--- src/rtl/srd_pkg.sv ---
package srd_pkg;

  // Even prescale value after the zero guard; input is already even.
  function automatic int eff_prescale(input int p);
    return (p < 2) ? 2 : p;
  endfunction

  // System cycles counted by the first stage per tick.
  function automatic int prescale_half(input int p);
    return eff_prescale(p) / 2;
  endfunction

  // System cycles in one half of the serial clock.
  function automatic int half_cycles(input int p, input int s);
    return prescale_half(p) * (s + 1);
  endfunction

endpackage

--- src/rtl/srd_cfg_regs.sv ---
module srd_cfg_regs #(
  parameter int DW = 8
) (
  input  logic          clk,
  input  logic          rst_n,
  input  logic          cfg_wr,
  input  logic          cfg_sel,
  input  logic [DW-1:0] cfg_wdata,
  input  logic          run,
  input  logic          cpol,
  input  logic          cpha,
  output logic [DW-1:0] pre_q,
  output logic [DW-1:0] rate_q,
  output logic [DW-1:0] act_pre,
  output logic [DW-1:0] act_rate,
  output logic          act_cpol,
  output logic          act_cpha
);

  always_ff @(posedge clk or negedge rst_n) begin
    if (!rst_n) begin
      pre_q  <= '0;
      rate_q <= '0;
    end else if (cfg_wr) begin
      if (!cfg_sel) pre_q  <= {cfg_wdata[DW-1:1], 1'b0};
      else          rate_q <= cfg_wdata;
    end
  end

  // Shadow copy: follows the registers only while idle.
  always_ff @(posedge clk or negedge rst_n) begin
    if (!rst_n) begin
      act_pre  <= '0;
      act_rate <= '0;
      act_cpol <= 1'b0;
      act_cpha <= 1'b0;
    end else if (!run) begin
      act_pre  <= pre_q;
      act_rate <= rate_q;
      act_cpol <= cpol;
      act_cpha <= cpha;
    end
  end

  assert_pre_even_write_R2: assert property (@(posedge clk) disable iff (!rst_n)
    (cfg_wr && !cfg_sel) |=> (pre_q == {$past(cfg_wdata[DW-1:1]), 1'b0}));

  assert_rate_write_R2: assert property (@(posedge clk) disable iff (!rst_n)
    (cfg_wr && cfg_sel) |=> (rate_q == $past(cfg_wdata)));

  assert_shadow_held_R7: assert property (@(posedge clk) disable iff (!rst_n)
    run |=> ($stable(act_pre) && $stable(act_rate) && $stable(act_cpol) && $stable(act_cpha)));

endmodule

--- src/rtl/srd_prescale_stage.sv ---
module srd_prescale_stage #(
  parameter int DW = 8,
  localparam int CW = DW - 1
) (
  input  logic          clk,
  input  logic          rst_n,
  input  logic          run,
  input  logic [CW-1:0] half_div,
  output logic          tick
);

  logic [CW-1:0] cnt_q;
  logic          at_end;

  assign at_end = (cnt_q == half_div - CW'(1));
  assign tick   = run && at_end;

  always_ff @(posedge clk or negedge rst_n) begin
    if (!rst_n)       cnt_q <= '0;
    else if (!run)    cnt_q <= '0;
    else if (at_end)  cnt_q <= '0;
    else              cnt_q <= cnt_q + CW'(1);
  end

  assert_pre_cnt_range_R3: assert property (@(posedge clk) disable iff (!rst_n)
    run |-> (cnt_q < half_div));

  assert_pre_cnt_reload_R6: assert property (@(posedge clk) disable iff (!rst_n)
    !run |=> (cnt_q == '0));

endmodule

--- src/rtl/srd_rate_stage.sv ---
module srd_rate_stage #(
  parameter int DW = 8
) (
  input  logic          clk,
  input  logic          rst_n,
  input  logic          run,
  input  logic          tick,
  input  logic [DW-1:0] rate,
  output logic          half_end
);

  logic [DW-1:0] cnt_q;

  assign half_end = tick && (cnt_q == rate);

  always_ff @(posedge clk or negedge rst_n) begin
    if (!rst_n)        cnt_q <= '0;
    else if (!run)     cnt_q <= '0;
    else if (half_end) cnt_q <= '0;
    else if (tick)     cnt_q <= cnt_q + DW'(1);
  end

  assert_rate_cnt_range_R3: assert property (@(posedge clk) disable iff (!rst_n)
    run |-> (cnt_q <= rate));

  assert_rate_needs_tick_R3: assert property (@(posedge clk) disable iff (!rst_n)
    (run && !tick) |=> $stable(cnt_q));

endmodule

--- src/rtl/srd_edge_gen.sv ---
module srd_edge_gen (
  input  logic clk,
  input  logic rst_n,
  input  logic run,
  input  logic half_end,
  input  logic act_cpol,
  input  logic act_cpha,
  output logic sclk,
  output logic capture_stb,
  output logic launch_stb
);

  logic active_q;
  logic lead_edge;
  logic trail_edge;

  assign lead_edge  = run && half_end && !active_q;
  assign trail_edge = run && half_end &&  active_q;
  assign sclk       = active_q ^ act_cpol;

  always_ff @(posedge clk or negedge rst_n) begin
    if (!rst_n) begin
      active_q    <= 1'b0;
      capture_stb <= 1'b0;
      launch_stb  <= 1'b0;
    end else begin
      if (!run)          active_q <= 1'b0;
      else if (half_end) active_q <= ~active_q;
      capture_stb <= act_cpha ? trail_edge : lead_edge;
      launch_stb  <= act_cpha ? lead_edge  : trail_edge;
    end
  end

  assert_strobe_exclusive_R5: assert property (@(posedge clk) disable iff (!rst_n)
    $onehot0({capture_stb, launch_stb}));

  assert_strobe_on_edge_R5: assert property (@(posedge clk) disable iff (!rst_n)
    (run && $past(run) && (capture_stb || launch_stb)) |-> (sclk != $past(sclk)));

  assert_toggle_marked_R5: assert property (@(posedge clk) disable iff (!rst_n)
    (run && half_end) |=> (capture_stb || launch_stb));

endmodule

--- src/rtl/serial_rate_divider.sv ---
module serial_rate_divider #(
  parameter int DW = 8
) (
  input  logic          clk,
  input  logic          rst_n,
  input  logic          cfg_wr,
  input  logic          cfg_sel,
  input  logic [DW-1:0] cfg_wdata,
  input  logic          cpol,
  input  logic          cpha,
  input  logic          run,
  output logic [DW-1:0] prescale_q,
  output logic [DW-1:0] rate_q,
  output logic          sclk,
  output logic          capture_stb,
  output logic          launch_stb
);

  localparam int HW = DW - 1;

  logic [DW-1:0] act_pre;
  logic [DW-1:0] act_rate;
  logic          act_cpol;
  logic          act_cpha;
  logic [HW-1:0] pre_half;
  logic          pre_tick;
  logic          half_end;

  srd_cfg_regs #(.DW(DW)) u_cfg (
    .clk(clk), .rst_n(rst_n), .cfg_wr(cfg_wr), .cfg_sel(cfg_sel),
    .cfg_wdata(cfg_wdata), .run(run), .cpol(cpol), .cpha(cpha),
    .pre_q(prescale_q), .rate_q(rate_q), .act_pre(act_pre),
    .act_rate(act_rate), .act_cpol(act_cpol), .act_cpha(act_cpha)
  );

  assign pre_half = HW'(srd_pkg::prescale_half(int'(act_pre)));

  srd_prescale_stage #(.DW(DW)) u_pre (
    .clk(clk), .rst_n(rst_n), .run(run), .half_div(pre_half), .tick(pre_tick)
  );

  srd_rate_stage #(.DW(DW)) u_rate (
    .clk(clk), .rst_n(rst_n), .run(run), .tick(pre_tick),
    .rate(act_rate), .half_end(half_end)
  );

  srd_edge_gen u_edge (
    .clk(clk), .rst_n(rst_n), .run(run), .half_end(half_end),
    .act_cpol(act_cpol), .act_cpha(act_cpha), .sclk(sclk),
    .capture_stb(capture_stb), .launch_stb(launch_stb)
  );

  assert_idle_level_R6: assert property (@(posedge clk) disable iff (!rst_n)
    !run |=> ((sclk == $past(cpol)) && !capture_stb && !launch_stb));

  assert_zero_guard_R4: assert property (@(posedge clk) disable iff (!rst_n)
    pre_half != '0);

endmodule

--- config.mk ---
export PLATFORM = sky130hd
export DESIGN_NAME = serial_rate_divider
export DESIGN_NICKNAME = d
export VERILOG_FILES = /design/src/rtl/srd_pkg.sv /design/src/rtl/srd_cfg_regs.sv /design/src/rtl/srd_prescale_stage.sv /design/src/rtl/srd_rate_stage.sv /design/src/rtl/srd_edge_gen.sv /design/src/rtl/serial_rate_divider.sv
export SDC_FILE = /design/constraint.sdc
export NUM_CORES = 1
export LEC_CHECK = 0
export BUFFER_PORTS_ARGS = -buffer_cell sky130_fd_sc_hd__buf_2
export CAP_MARGIN = 20
export CELL_PAD_IN_SITES_DETAIL_PLACEMENT = 2
export CELL_PAD_IN_SITES_GLOBAL_PLACEMENT = 2
export CORE_MARGIN = 1
export CORE_UTILIZATION = 30
export CTS_CLUSTER_DIAMETER = 60
export DETAILED_ROUTE_END_ITERATION = 6
export GPL_ROUTABILITY_DRIVEN = 0
export PLACE_DENSITY = 0.72
export SETUP_SLACK_MARGIN = 0.4
export SYNTH_ARGS = -nofsm -noshare
export SYNTH_HDL_FRONTEND = slang
export SYNTH_HIERARCHICAL = 1
export SYNTH_SLANG_ARGS = --single-unit
--- constraint.sdc ---
create_clock -name clk -period 5.1 [get_ports clk]
set_clock_uncertainty 0.05 [all_clocks]
set_input_delay 0.51 -clock clk [delete_from_list [all_inputs] [get_ports clk]]
set_output_delay 0.51 -clock clk [all_outputs]
set_load 0.1 [all_outputs]
# Yosys cells after proc, flatten, opt, wreduce, memory -nomap -nowiden
# Index checks and enable logic that the tools add are counted.
# Widths: inputs -> output; s select.
# op_classes
addsub	4
n_lt_le_gt_ge	1
n_eq_ne	4
mux	10
n_bitwise	4
n_reduce_logical	8
# ops
cell	n
$mux 8	4
$mux 7	2
$add 8x1->8 const B	1
$eq 8x8->1	1
$lt 8x2->1 const B	1
$add 7x1->7	1
$add 7x1->7 const B	1
$eq 7x7->1	1
$sub 7x1->7 const B	1
$logic_and 1x1->1	5
$mux 1	4
$reduce_and 2->1	2
$ne 3x1->1 const B	1
$ne 2x1->1 const B	1
$not 1->1	2
$and 1x1->1 const A	1
$logic_not 1->1	1
$xor 1x1->1	1
# word_totals
register_bits	50
in_bits	15
out_inout_bits	19
elab_cells	42

# Depth between registers and ports, before layout
# Gate-level depths: netlist of the first run.
# logic_depth
depth_word	11
ltp_mapped	14
ltp_nobuf	13

# Cells and area by module
# The synthesis of the first run kept the hierarchy.
# modules_own_cells
module	instances	cells_each	area_per_inst_um2	seq_area_each_um2
srd_cfg_regs	1	72	1297.5	800.8
srd_prescale_stage	1	62	575.6	175.2
srd_rate_stage	1	51	518.0	200.2
srd_edge_gen	1	10	123.9	75.1
serial_rate_divider	1	9	40.0	0.0

# Worst setup path before layout of the first run
# No wires, ideal clock.
# synth_timing
kind	reg-to-reg
start	register u_cfg.act_pre[6]
end	register u_edge.launch_stb
setup_ns	0.064
arrival_time_ns	2.928
t_required_ns	4.986
path_slack_ns	2.058
path_stages_with_launch	14
path_buffers	0
period_less_slack_ns	3.042
path_cell_list	dfrtp_1 > nor4_1 > a21o_1 > inv_1 > ha_1 > xnor2_1 > a211oi_2 > o211ai_2 > a221oi_4 > and2_1 > nand2_1 > nor3_1 > nand2_1 > and2b_2
# synth_via
elab_chain_len	10
elab_cells_between_ends	11
cone_classes	add/sub (2); order compare (1); eq/ne (1); mux (2); reduce/logical (5)
# synth_rtl
element	line_no	text
start, declared	srd_cfg_regs.sv:14	output logic [DW-1:0] act_pre,
start signal, assigned	srd_cfg_regs.sv:38	act_pre <= pre_q;
$lt 8x2->1 (*)	srd_pkg.sv:5	return (p < 2) ? 2 : p;
$mux 8 (*)	srd_pkg.sv:5	
$add 7x1->7 (no source line) (*)	n/a	
named net pre_half[0]	serial_rate_divider.sv:25	logic [HW-1:0] pre_half;
$sub 7x1->7 (*)	srd_prescale_stage.sv:15	assign at_end = (cnt_q == half_div - CW'(1));
$eq 7x7->1 (*)	srd_prescale_stage.sv:15	
$logic_and 1x1->1 (*)	srd_prescale_stage.sv:16	assign tick = run && at_end;
named net pre_tick	serial_rate_divider.sv:26	logic pre_tick;
$logic_and 1x1->1 (*)	srd_rate_stage.sv:14	assign half_end = tick && (cnt_q == rate);
named net half_end	serial_rate_divider.sv:27	logic half_end;
$logic_and 1x1->1 (*)	srd_edge_gen.sv:17, srd_edge_gen.sv:18	
$logic_and 1x1->1 (on tied branches)	srd_edge_gen.sv:18, srd_edge_gen.sv:17	
$mux 1 (*)	srd_edge_gen.sv:30	launch_stb <= act_cpha ? lead_edge : trail_edge;
end signal, assigned	srd_edge_gen.sv:30	
end, declared	srd_edge_gen.sv:10	output logic launch_stb
# Mark *: on every way through the listed nets, which the timed path passes. The rest lies on a longest branch.
# A chain may end at the register's enable or synchronous reset.

# Worst setup path after layout of the first run
# layout_timing
start	register u_cfg.act_pre[3]
end	register u_edge.launch_stb
# Same word-level chain as after synthesis.

==> results of run 1 <==
## area by class of cell
cell class	instances	share of cell area, %
Sequential cell	50	43.53
Clock buffer	6	2.873
Clock inverter	2	0.5660
Tap cell	105	4.571
Multi-Input combinational cell	138	42.10
Timing Repair Buffer	33	5.834
Inverter	4	0.5224
## power by group through the flow
stage | clock network, uW | registers, uW | logic, uW
2_1_floorplan | 0 | 609 | 163
3_3_place_gp | 0 | 497 | 330
3_5_place_dp | 0 | 500 | 337
4_1_cts | 264 | 492 | 339
5_1_grt | 278 | 498 | 353
6_report | 249 | 490 | 335
## through the flow
step	total power, uW	worst slack, ns	area, um^2	hold WS [ns]	utilization [%]
CTS	1094	1.394	2874	0.2788	34.98
global route	1130	1.133	2874	0.3009	34.98
global placement	827.2	1.609	2775	0.4576	33.77
finish	1073	1.429	2874	0.2594	34.98
detailed placement	836.6	1.425	2775	0.4505	33.77
floorplan	771.6	2.058	2547	0.1644	-
## metal layers
metal | track usage [%] | part of all wire (%) | up-vias
li1 | - | - | 754
met1 | 18.75 | 50 | 814
met2 | 20.53 | 47 | 32
met3 | 2.508 | 2.9 | 2
met4 | 4.231 | 0.80 | 0
met5 | 0 | 0 | -
## registers in the layout, summed over array words and instances, names as in the netlist
name / cells
u_pre/cnt_q: 7
u_cfg/rate_q: 8
u_cfg/pre_q: 7
u_cfg/act_cpha: 1
u_edge/launch_stb: 1
u_rate/cnt_q: 8
u_cfg/act_cpol: 1
u_cfg/act_rate: 8
u_edge/active_q: 1
u_edge/capture_stb: 1
u_cfg/act_pre: 7
## path summary, 6_finish.rpt
check                                 start                 to  slack [ns]  cells after the start
setup / recovery           u_cfg/act_pre[3]  u_edge/launch_stb        1.43                     13
hold / removal                        rst_n    u_rate/cnt_q[3]        0.26                      2
setup reg to reg           u_cfg/act_pre[3]  u_edge/launch_stb        1.43                     13
hold reg to reg            u_cfg/act_pre[1]   u_cfg/act_pre[1]        0.47                      1
max in group asynchronous             rst_n     u_pre/cnt_q[4]        4.31                      2
min in group clk               cfg_wdata[0]    u_cfg/rate_q[0]        0.39                      2
## worst max-delay path: stages, from the launching register on
cell and delay, ns:
sky130_fd_sc_hd__dfrtp_1 0.49, sky130_fd_sc_hd__nor2_1 0.09, sky130_fd_sc_hd__a21o_1 0.21, sky130_fd_sc_hd__inv_1 0.07
sky130_fd_sc_hd__ha_1 0.30, sky130_fd_sc_hd__or3b_1 0.39, sky130_fd_sc_hd__a211oi_2 0.26, sky130_fd_sc_hd__o211ai_2 0.14
sky130_fd_sc_hd__a221oi_4 0.39, sky130_fd_sc_hd__and2_1 0.31, sky130_fd_sc_hd__nand2_1 0.16, sky130_fd_sc_hd__nor3_1 0.39
sky130_fd_sc_hd__nand2_1 0.13, sky130_fd_sc_hd__and2b_2 0.24
==> summary.txt, run 1 <==
STA
  – RSZ-0062 raised after global routing: false
  – Final setup TNS: 0 ns
  – Pin slew with the least headroom to its limit: 0.7389 ns
  – Final hold violation count: 0
  – Relative slew slack: 50.74%
  – Final-report max-slew violation count: 0
  – Shortest clock period the worst path allows after layout: 3.671 ns
  – Part of the cycle the worst path needs: 71.97%
  – Max Clk Rate: 0.2724 GHz
  – Final number of setup-violating endpoints: 0

Pwr
  – Static Leak: 0.001327 uW
  – Relative contribution of sequential cells to total power: 45.7%
  – Maximum VDD drop: 0.0001968 V
  – Power density normalized to cell area: 373.5 nW/um^2
  – Clock power frac: 23.2%
  – Part of the power in combinational logic: 31.2%
  – Sw Pwr: 411.8 uW
  – Internal power: 661.6 uW
  – Switching Share: 38.36%

Routing
  – Detailed router's first-iteration violation count: 55
  – Detailed-route vias per instance: 4.740
  – Post-detailed-route DRC marker count: 0
  – TritonRoute pass-1 iters: 4
  – Total via count after detailed routing: 1602
  – Post-Route WL: 5343 um
  – Average routed wire per standard cell: 15.81 um
  – Routed Antenna Nets: 0

Cells and area
  – Commonest cells after routing, fill and taps aside: 50 x sky130_fd_sc_hd__dfrtp_1, 32 x sky130_fd_sc_hd__buf_2, 17 x sky130_fd_sc_hd__mux2_4, 17 x sky130_fd_sc_hd__xnor2_1, 15 x sky130_fd_sc_hd__mux2_2
  – Area delta synth->final: 12.82%
  – Number of nets at the end of the flow: 250
  – Non-filler cells in the finished layout: 338
  – # fillers: 855
  – Share of layout cells above drive strength 1: 35.62%
  – Number of diodes added for antenna fixing: 0
  – Register cell area after layout: 1251 um^2
  – Most common cell after layout, fill and taps aside: sky130_fd_sc_hd__dfrtp_1
  – Area of the multi-input gates: 1210 um^2

Status
  – Outcome: finished, final reports clean

Setup path
  – Data required time at the worst endpoint: 5.30 ns
  – CP Capture Type: flip-flop
  – Startpoint Class: flip-flop
  – Critical path arrival: 3.87 ns
  – Worst setup path category: flip-flop to flip-flop
  – Biggest fanout along the worst timing path: 8

Place
  – Count of input and output buffers: 32
  – Post-detailed-placement half-perimeter wirelength: 3936 um
  – Cells after DPL: 330

Floorplan
  – Horizontal die dimension: 94.15 um
  – Area of the die: 8864 um^2
  – Core area: 8217 um^2
  – I/O Pins: 34
  – Vertical die dimension: 94.15 um
  – Initial cell density of the core: 31.00%
  – Standard-cell row count: 33

Global route
  – GRT Residual Overflow: 0
  – First-pass GRT wire length: 8921 um
  – GR Util All Layers: 13.34%
  – Vias in the first global route: 1689
  – Antenna violations before repair: 0
  – Maximum number of pins on one net before global-route repair: 51

Yosys
  – Total number of yosys warnings: 6
  – Average footprint of a synthesized cell: 12.55 um^2
  – Post-Synthesis Cell Area: 2547 um^2
  – Net count after synthesis: 221
  – Count of mapped cells out of synthesis: 203

Clocking
  – Clk slew on worst S/H paths: 0.09 ns
  – TritonCTS clock tree: built
  – Buffers from clock root to sink, at most: 2
  – H-tree levels: 2
  – CTS buffer count: 5
  – Count of hold buffers inserted by post-cts repair: 0
  – Clock insertion delay at the later pin of the skew report: 0.30 ns
  – Clock root buffer: sky130_fd_sc_hd__clkbuf_8
  – Number of cells upsized or downsized after cts: 0
  – Total clock sinks: 50
  – Post-CTS Setup Repair Bufs: 0

Hold path
  – Classification of the worst-slack hold path: primary input to async pin

Run
  – Max-cap violations: 0
Power figures use the tool's default switching activity.
==> run 2: changes to the inputs <==
--- a/config.mk
+++ b/config.mk
@@ -14,7 +14,7 @@
 export CTS_CLUSTER_DIAMETER = 60
 export DETAILED_ROUTE_END_ITERATION = 6
 export GPL_ROUTABILITY_DRIVEN = 0
-export PLACE_DENSITY = 0.72
+export PLACE_DENSITY = 0.74
 export SETUP_SLACK_MARGIN = 0.4
 export SYNTH_ARGS = -nofsm -noshare
 export SYNTH_HDL_FRONTEND = slang
==> constraint.sdc (replaced) <==
create_clock -name clk -period 3.3 [get_ports clk]
set_clock_uncertainty 0.05 [all_clocks]
set_input_delay 0.33 -clock clk [delete_from_list [all_inputs] [get_ports clk]]
set_output_delay 0.33 -clock clk [all_outputs]
set_load 0.1 [all_outputs]
==> run 2 against run 1 <==
  * First-iteration DRC count shrank 58%
  * Largest power group unchanged
  * Register-to-register slack lost 0.92 ns
  * Power grew 64%
  * Core utilization grew 1.9 points
  * Non-clock buffer count grew 13
  * Global-route usage grew 1.2 points
  * Wire length grew 8.4%
  * Largest cell class is now multi-input combinational cells
  * Combinational power grew 74%
  * Final area grew 5.5%
  * Via count grew 4.9%
  * Cell count grew 3.8%
  * Critical path depth is the same
==> summary.txt, run 2 (synthesis gave the netlist of run 1 again) <==
Setup path
  – Number of buffers and inverters on the critical path: 1
  – Slowest stage delay, CP: 0.43 ns
  – Critical path arrival: 2.93 ns
  – CP Capture Type: flip-flop
  – Cell with the largest stage delay on the worst path: sky130_fd_sc_hd__dfrtp_2
  – Startpoint Class: flip-flop
  – Worst setup path category: flip-flop to flip-flop
  – Crit-path cells: nor4_2 -> a21o_1 -> inv_2 -> ha_4 -> xnor2_1 -> a211oi_2 -> o211ai_2 -> a221oi_4 -> and2_4 -> nand2b_4 -> nand4_1 -> xor2_1 -> nor2_1
  – Largest delay share family, worst path: simple AND/OR/NAND/NOR gates
  – Data required time at the worst endpoint: 3.44 ns
  – R2R Setup Slk: 0.51 ns
  – Biggest fanout along the worst timing path: 6

Routing
  – Post-detailed-route DRC marker count: 0
  – TritonRoute pass-1 iters: 4
  – Average routed wire per standard cell: 16.50 um
  – Detailed-route vias per instance: 4.786
  – Total via count after detailed routing: 1680
  – Detailed router's first-iteration violation count: 23
  – Routed Antenna Nets: 0
  – Post-Route WL: 5792 um

Pwr
  – Static Leak: 0.001420 uW
  – Power density normalized to cell area: 579.7 nW/um^2
  – Total design power: 1758 uW
  – Maximum VDD drop: 0.0002863 V

STA
  – RSZ-0062 raised after global routing: false
  – Final setup TNS: 0 ns
  – Final-report max-slew violation count: 0
  – Part of the cycle the worst path needs: 84.62%
  – Final number of setup-violating endpoints: 0
  – Shortest clock period the worst path allows after layout: 2.793 ns
  – Pin slew with the least headroom to its limit: 0.9240 ns
  – Relative slew slack: 38.40%
  – Hold_ws: 0.09596 ns
  – Final hold violation count: 0
  – Max Clk Rate: 0.3581 GHz

Run
  – Max-cap violations: 0

Clocking
  – Clk slew on worst S/H paths: 0.09 ns
  – CTS buffer count: 5
  – Clock insertion delay at the later pin of the skew report: 0.30 ns
  – Clock root buffer: sky130_fd_sc_hd__clkbuf_8
  – H-tree levels: 2
  – Total clock sinks: 50
  – TritonCTS clock tree: built
  – Buffers from clock root to sink, at most: 2

Place
  – Post-detailed-placement half-perimeter wirelength: 4216 um
  – Placed Area: 2805 um^2
  – Count of input and output buffers: 32

Floorplan
  – Vertical die dimension: 94.15 um
  – Area of the die: 8864 um^2
  – Core area: 8217 um^2
  – I/O Pins: 34
  – Initial cell density of the core: 31.00%
  – Standard-cell row count: 33
  – Horizontal die dimension: 94.15 um

Global route
  – Antenna violations before repair: 0
  – GR Util All Layers: 14.52%
  – First-pass GRT wire length: 9653 um
  – GRT Residual Overflow: 0
  – Vias in the first global route: 1863
  – Maximum number of pins on one net before global-route repair: 41

Cells and area
  – Number of nets at the end of the flow: 263
  – # fillers: 864
  – Share of layout cells above drive strength 1: 42.68%
  – Number of diodes added for antenna fixing: 0
  – Final Instance Area: 3033 um^2
  – Leading registers by flop count: u_cfg/act_rate (8), u_cfg/rate_q (8), u_rate/cnt_q (8)
  – Most common cell after layout, fill and taps aside: sky130_fd_sc_hd__dfrtp_1
  – Commonest cells after routing, fill and taps aside: 47 x sky130_fd_sc_hd__dfrtp_1, 32 x sky130_fd_sc_hd__buf_2, 17 x sky130_fd_sc_hd__mux2_4, 17 x sky130_fd_sc_hd__xnor2_1, 15 x sky130_fd_sc_hd__mux2_2
  – Area delta synth->final: 19.06%

Status
  – Outcome: finished, final reports clean

Hold path
  – Classification of the worst-slack hold path: primary input to async pin
run 2: final cells by class:
type | instances | area, um^2 | share of cell area [%]
flip-flops and latches | 50 | 1255 | 41.38
inverters | 4 | 15.01 | 0.4950
well taps | 105 | 131.4 | 4.332
multi-input cells | 138 | 1260 | 41.54
clock buffers | 7 | 76.32 | 2.517
repair buffers | 46 | 265.3 | 8.746
clock inverters | 1 | 30.03 | 0.9901
run 2: through the flow:
| step | utilization [%] | setup WS [ns] | cells |
|---|---|---|---|
| detailed placement | 34.14 | 0.06489 | 333 |
| floorplan | - | 0.4590 | 203 |
| finish | 36.91 | 0.5075 | 351 |
| CTS | 36.59 | 0.4188 | 350 |
| global route | 36.91 | 0.3452 | 351 |
| global placement | 34.14 | 0.2442 | 333 |
run 2: timing repair:
action                     in CTS  in global routing
hold buffers                    0                  0
pin swaps                       3                  4
setup buffers                   9                  1
setup endpoints to repair      11                 11
resized for setup               8                  5
run 2: power breakdown:
part	internal (uW)	leakage, uW	total, uW	switching (uW)
clock	227	0.0000524	427	200
combinational	199	0.000745	582	383
sequential	685	0.000622	749	63.4
total	1110	0.00142	1760	647
run 2: path summary, 6_finish.rpt:
check / from / endpoint / cells after the start
worst max-delay path: u_cfg/act_pre[6] / u_rate/cnt_q[5] / 13
worst min-delay path: rst_n / u_cfg/act_rate[5] / 1
worst max register to register: u_cfg/act_pre[6] / u_rate/cnt_q[5] / 13
worst min register to register: u_cfg/rate_q[3] / u_cfg/act_rate[3] / 1
max in group asynchronous: rst_n / u_rate/cnt_q[4] / 2
min in group clk: cfg_wdata[0] / u_cfg/rate_q[0] / 2
run 2: metal layers:
metal | vias to the layer above | track usage, % | wire [um]
met5 | - | 0 | 0
met4 | 0 | 5.385 | 99
met3 | 7 | 2.670 | 162
met2 | 35 | 23.97 | 2835
met1 | 861 | 18.77 | 2694
li1 | 777 | - | -
==> run 3: changes to the inputs <==
==> constraint.sdc (replaced) <==
create_clock -name clk -period 2.3 [get_ports clk]
set_clock_uncertainty 0.05 [all_clocks]
set_input_delay 0.23 -clock clk [delete_from_list [all_inputs] [get_ports clk]]
set_output_delay 0.23 -clock clk [all_outputs]
set_load 0.1 [all_outputs]
==> run 3 against run 2 <==
  * The run now ends with setup timing left
  * Critical endpoint is now u_rate/cnt_q[4]
  * Non-clock buffer count up 10
  * Via count rose by 2.0%
  * Highest routed layer unchanged
  * Count of clock-buffer cells in the layout did not move
  * Largest power group unchanged
  * Critical path depth is the same
==> summary.txt, run 3 (synthesis gave the netlist of run 1 again) <==
Routing
  – Post-detailed-route DRC marker count: 0
  – TritonRoute pass-1 iters: 4
  – Total via count after detailed routing: 1714
  – Routed Antenna Nets: 0
  – Detailed router's first-iteration violation count: 34
  – Average routed wire per standard cell: 16.79 um
  – Post-Route WL: 6060 um
  – Detailed-route vias per instance: 4.748

Floorplan
  – Vertical die dimension: 94.15 um
  – Standard-cell row count: 33
  – Core area: 8217 um^2
  – Horizontal die dimension: 94.15 um
  – I/O Pins: 34
  – Initial cell density of the core: 31.00%
  – Area of the die: 8864 um^2

Setup path
  – Critical path arrival: 2.81 ns
  – Launch instance of the worst register-to-register path: u_cfg/act_pre[6]
  – Origin of the worst setup path: u_cfg/act_pre[6]
  – Depth of the worst register-to-register path: 13
  – Biggest fanout along the worst timing path: 6
  – Data required time at the worst endpoint: 2.44 ns
  – R2R Setup Slk: -0.38 ns
  – CP Capture Type: flip-flop
  – Startpoint Class: flip-flop
  – End of the worst register-to-register path: u_rate/cnt_q[4]
  – Worst setup path category: flip-flop to flip-flop

Status
  – Violations in the final reports: setup timing
  – Outcome: complete, but fails checks

Global route
  – Maximum number of pins on one net before global-route repair: 36
  – Antenna violations before repair: 0
  – GR Util All Layers: 15.23%
  – Vias in the first global route: 1963
  – First-pass GRT wire length: 10170 um
  – GRT Residual Overflow: 0

Run
  – Max-cap violations: 0

STA
  – Shortest clock period the worst path allows after layout: 2.676 ns
  – Final-report max-slew violation count: 0
  – Final hold violation count: 0
  – Final worst-path setup slack: -0.3761 ns
  – Part of the cycle the worst path needs: 116.4%
  – Hold_ws: 0.1003 ns
  – Final number of setup-violating endpoints: 18
  – RSZ-0062 raised after global routing: true
  – Max Clk Rate: 0.3737 GHz

Clocking
  – CTS buffer count: 5
  – TritonCTS clock tree: built
  – H-tree levels: 2
  – Buffers from clock root to sink, at most: 2
  – Clock insertion delay at the later pin of the skew report: 0.30 ns
  – Clk slew on worst S/H paths: 0.10 ns
  – Clock root buffer: sky130_fd_sc_hd__clkbuf_8
  – Total clock sinks: 50

Place
  – Count of input and output buffers: 32
  – Post-detailed-placement half-perimeter wirelength: 4478 um
  – Cells after DPL: 345

Hold path
  – Start point of the worst hold path: cfg_wdata[0]
  – Hold Path Sink: u_cfg/rate_q[0]
  – Hold path depth: 2
  – Classification of the worst-slack hold path: primary input to flip-flop

Pwr
  – Maximum VDD drop: 0.0003714 V
  – Power density normalized to cell area: 797.2 nW/um^2
  – Static Leak: 0.001478 uW

Cells and area
  – Number of diodes added for antenna fixing: 0
  – Share of layout cells above drive strength 1: 48.44%
  – # fillers: 859
  – Commonest cells after routing, fill and taps aside: 50 x sky130_fd_sc_hd__dfrtp_1, 32 x sky130_fd_sc_hd__buf_2, 21 x sky130_fd_sc_hd__buf_4
  – Number of nets at the end of the flow: 273
  – Area delta synth->final: 24.80%
  – Most common cell after layout, fill and taps aside: sky130_fd_sc_hd__dfrtp_1
  – Leading registers by flop count: u_cfg/act_rate (8), u_cfg/rate_q (8), u_rate/cnt_q (8)
  – Non-filler cells in the finished layout: 361
## run 3: metal layers
layer / GRT usage, % / part of all wire, % / vias up
li1: - / - / 804
met1: 19.19 / 45 / 868
met2: 25.72 / 50 / 38
met3: 2.508 / 3.0 / 4
met4: 6.154 / 1.6 / 0
met5: 0 / 0 / -
## run 3: worst max-delay path, cell delays in order (launching register included)
cell                       delay [ns]
sky130_fd_sc_hd__dfrtp_1         0.41
sky130_fd_sc_hd__nor4_2          0.27
sky130_fd_sc_hd__a21o_1          0.18
sky130_fd_sc_hd__buf_4           0.12
sky130_fd_sc_hd__buf_6           0.10
sky130_fd_sc_hd__nor2_4          0.05
sky130_fd_sc_hd__nor4b_2         0.22
sky130_fd_sc_hd__nand2_1         0.13
sky130_fd_sc_hd__a221oi_4        0.28
sky130_fd_sc_hd__and2_4          0.22
sky130_fd_sc_hd__nand2b_4        0.16
sky130_fd_sc_hd__nand4_1         0.13
sky130_fd_sc_hd__xor2_1          0.19
sky130_fd_sc_hd__nor2_1          0.07
## run 3: worst max-delay path by stage
stage                             end  slack (ns)
finish                u_rate/cnt_q[4]       -0.38
global route          u_rate/cnt_q[4]       -0.57
CTS                   u_rate/cnt_q[4]       -0.42
detailed placement    u_rate/cnt_q[4]       -0.53
global placement    u_edge/launch_stb       -0.39
floorplan             u_rate/cnt_q[3]       -0.47
## run 3: stage by stage
step | setup TNS (ns) | utilization (%) | instance area, um^2 | setup WS (ns) | power, uW
2_1_floorplan | -4.796 | - | 2584 | -0.4729 | 1719
3_3_place_gp | -3.935 | 35.59 | 2924 | -0.3884 | 1896
3_5_place_dp | -5.798 | 35.59 | 2924 | -0.5293 | 1927
4_1_cts | -4.396 | 38.08 | 3129 | -0.4173 | 2552
5_1_grt | -7.162 | 38.69 | 3179 | -0.5716 | 2659
6_report | -4.571 | 38.69 | 3179 | -0.3761 | 2534
## run 3: area by class of cell
cell class,instances,area [um^2],share of cell area (%)
Sequential cell,50,1251,39.35
Inverter,4,15.01,0.4723
Clock buffer,7,96.34,3.030
Timing Repair Buffer,56,354.1,11.14
Multi-Input combinational cell,138,1323,41.60
Tap cell,105,131.4,4.132
Clock inverter,1,8.758,0.2755
## run 3: repair_timing
action | CTS | global route
endpoints found under the setup margin | 18 | 18
buffers inserted | 4 | 3
pin swaps | 17 | 7
endpoints found under the hold margin | 15 | 0
hold buffers | 1 | 0
gates resized for setup | 14 | 7
## run 3: report_power, final
| part | total (uW) | leakage (uW) | switching (uW) | internal, uW |
|---|---|---|---|---|
| Clock | 576 | 0.0000544 | 300 | 276 |
| Sequential | 1070 | 0.000625 | 88.5 | 981 |
| Combinational | 889 | 0.000798 | 570 | 319 |
| Total | 2530 | 0.00148 | 958 | 1580 |
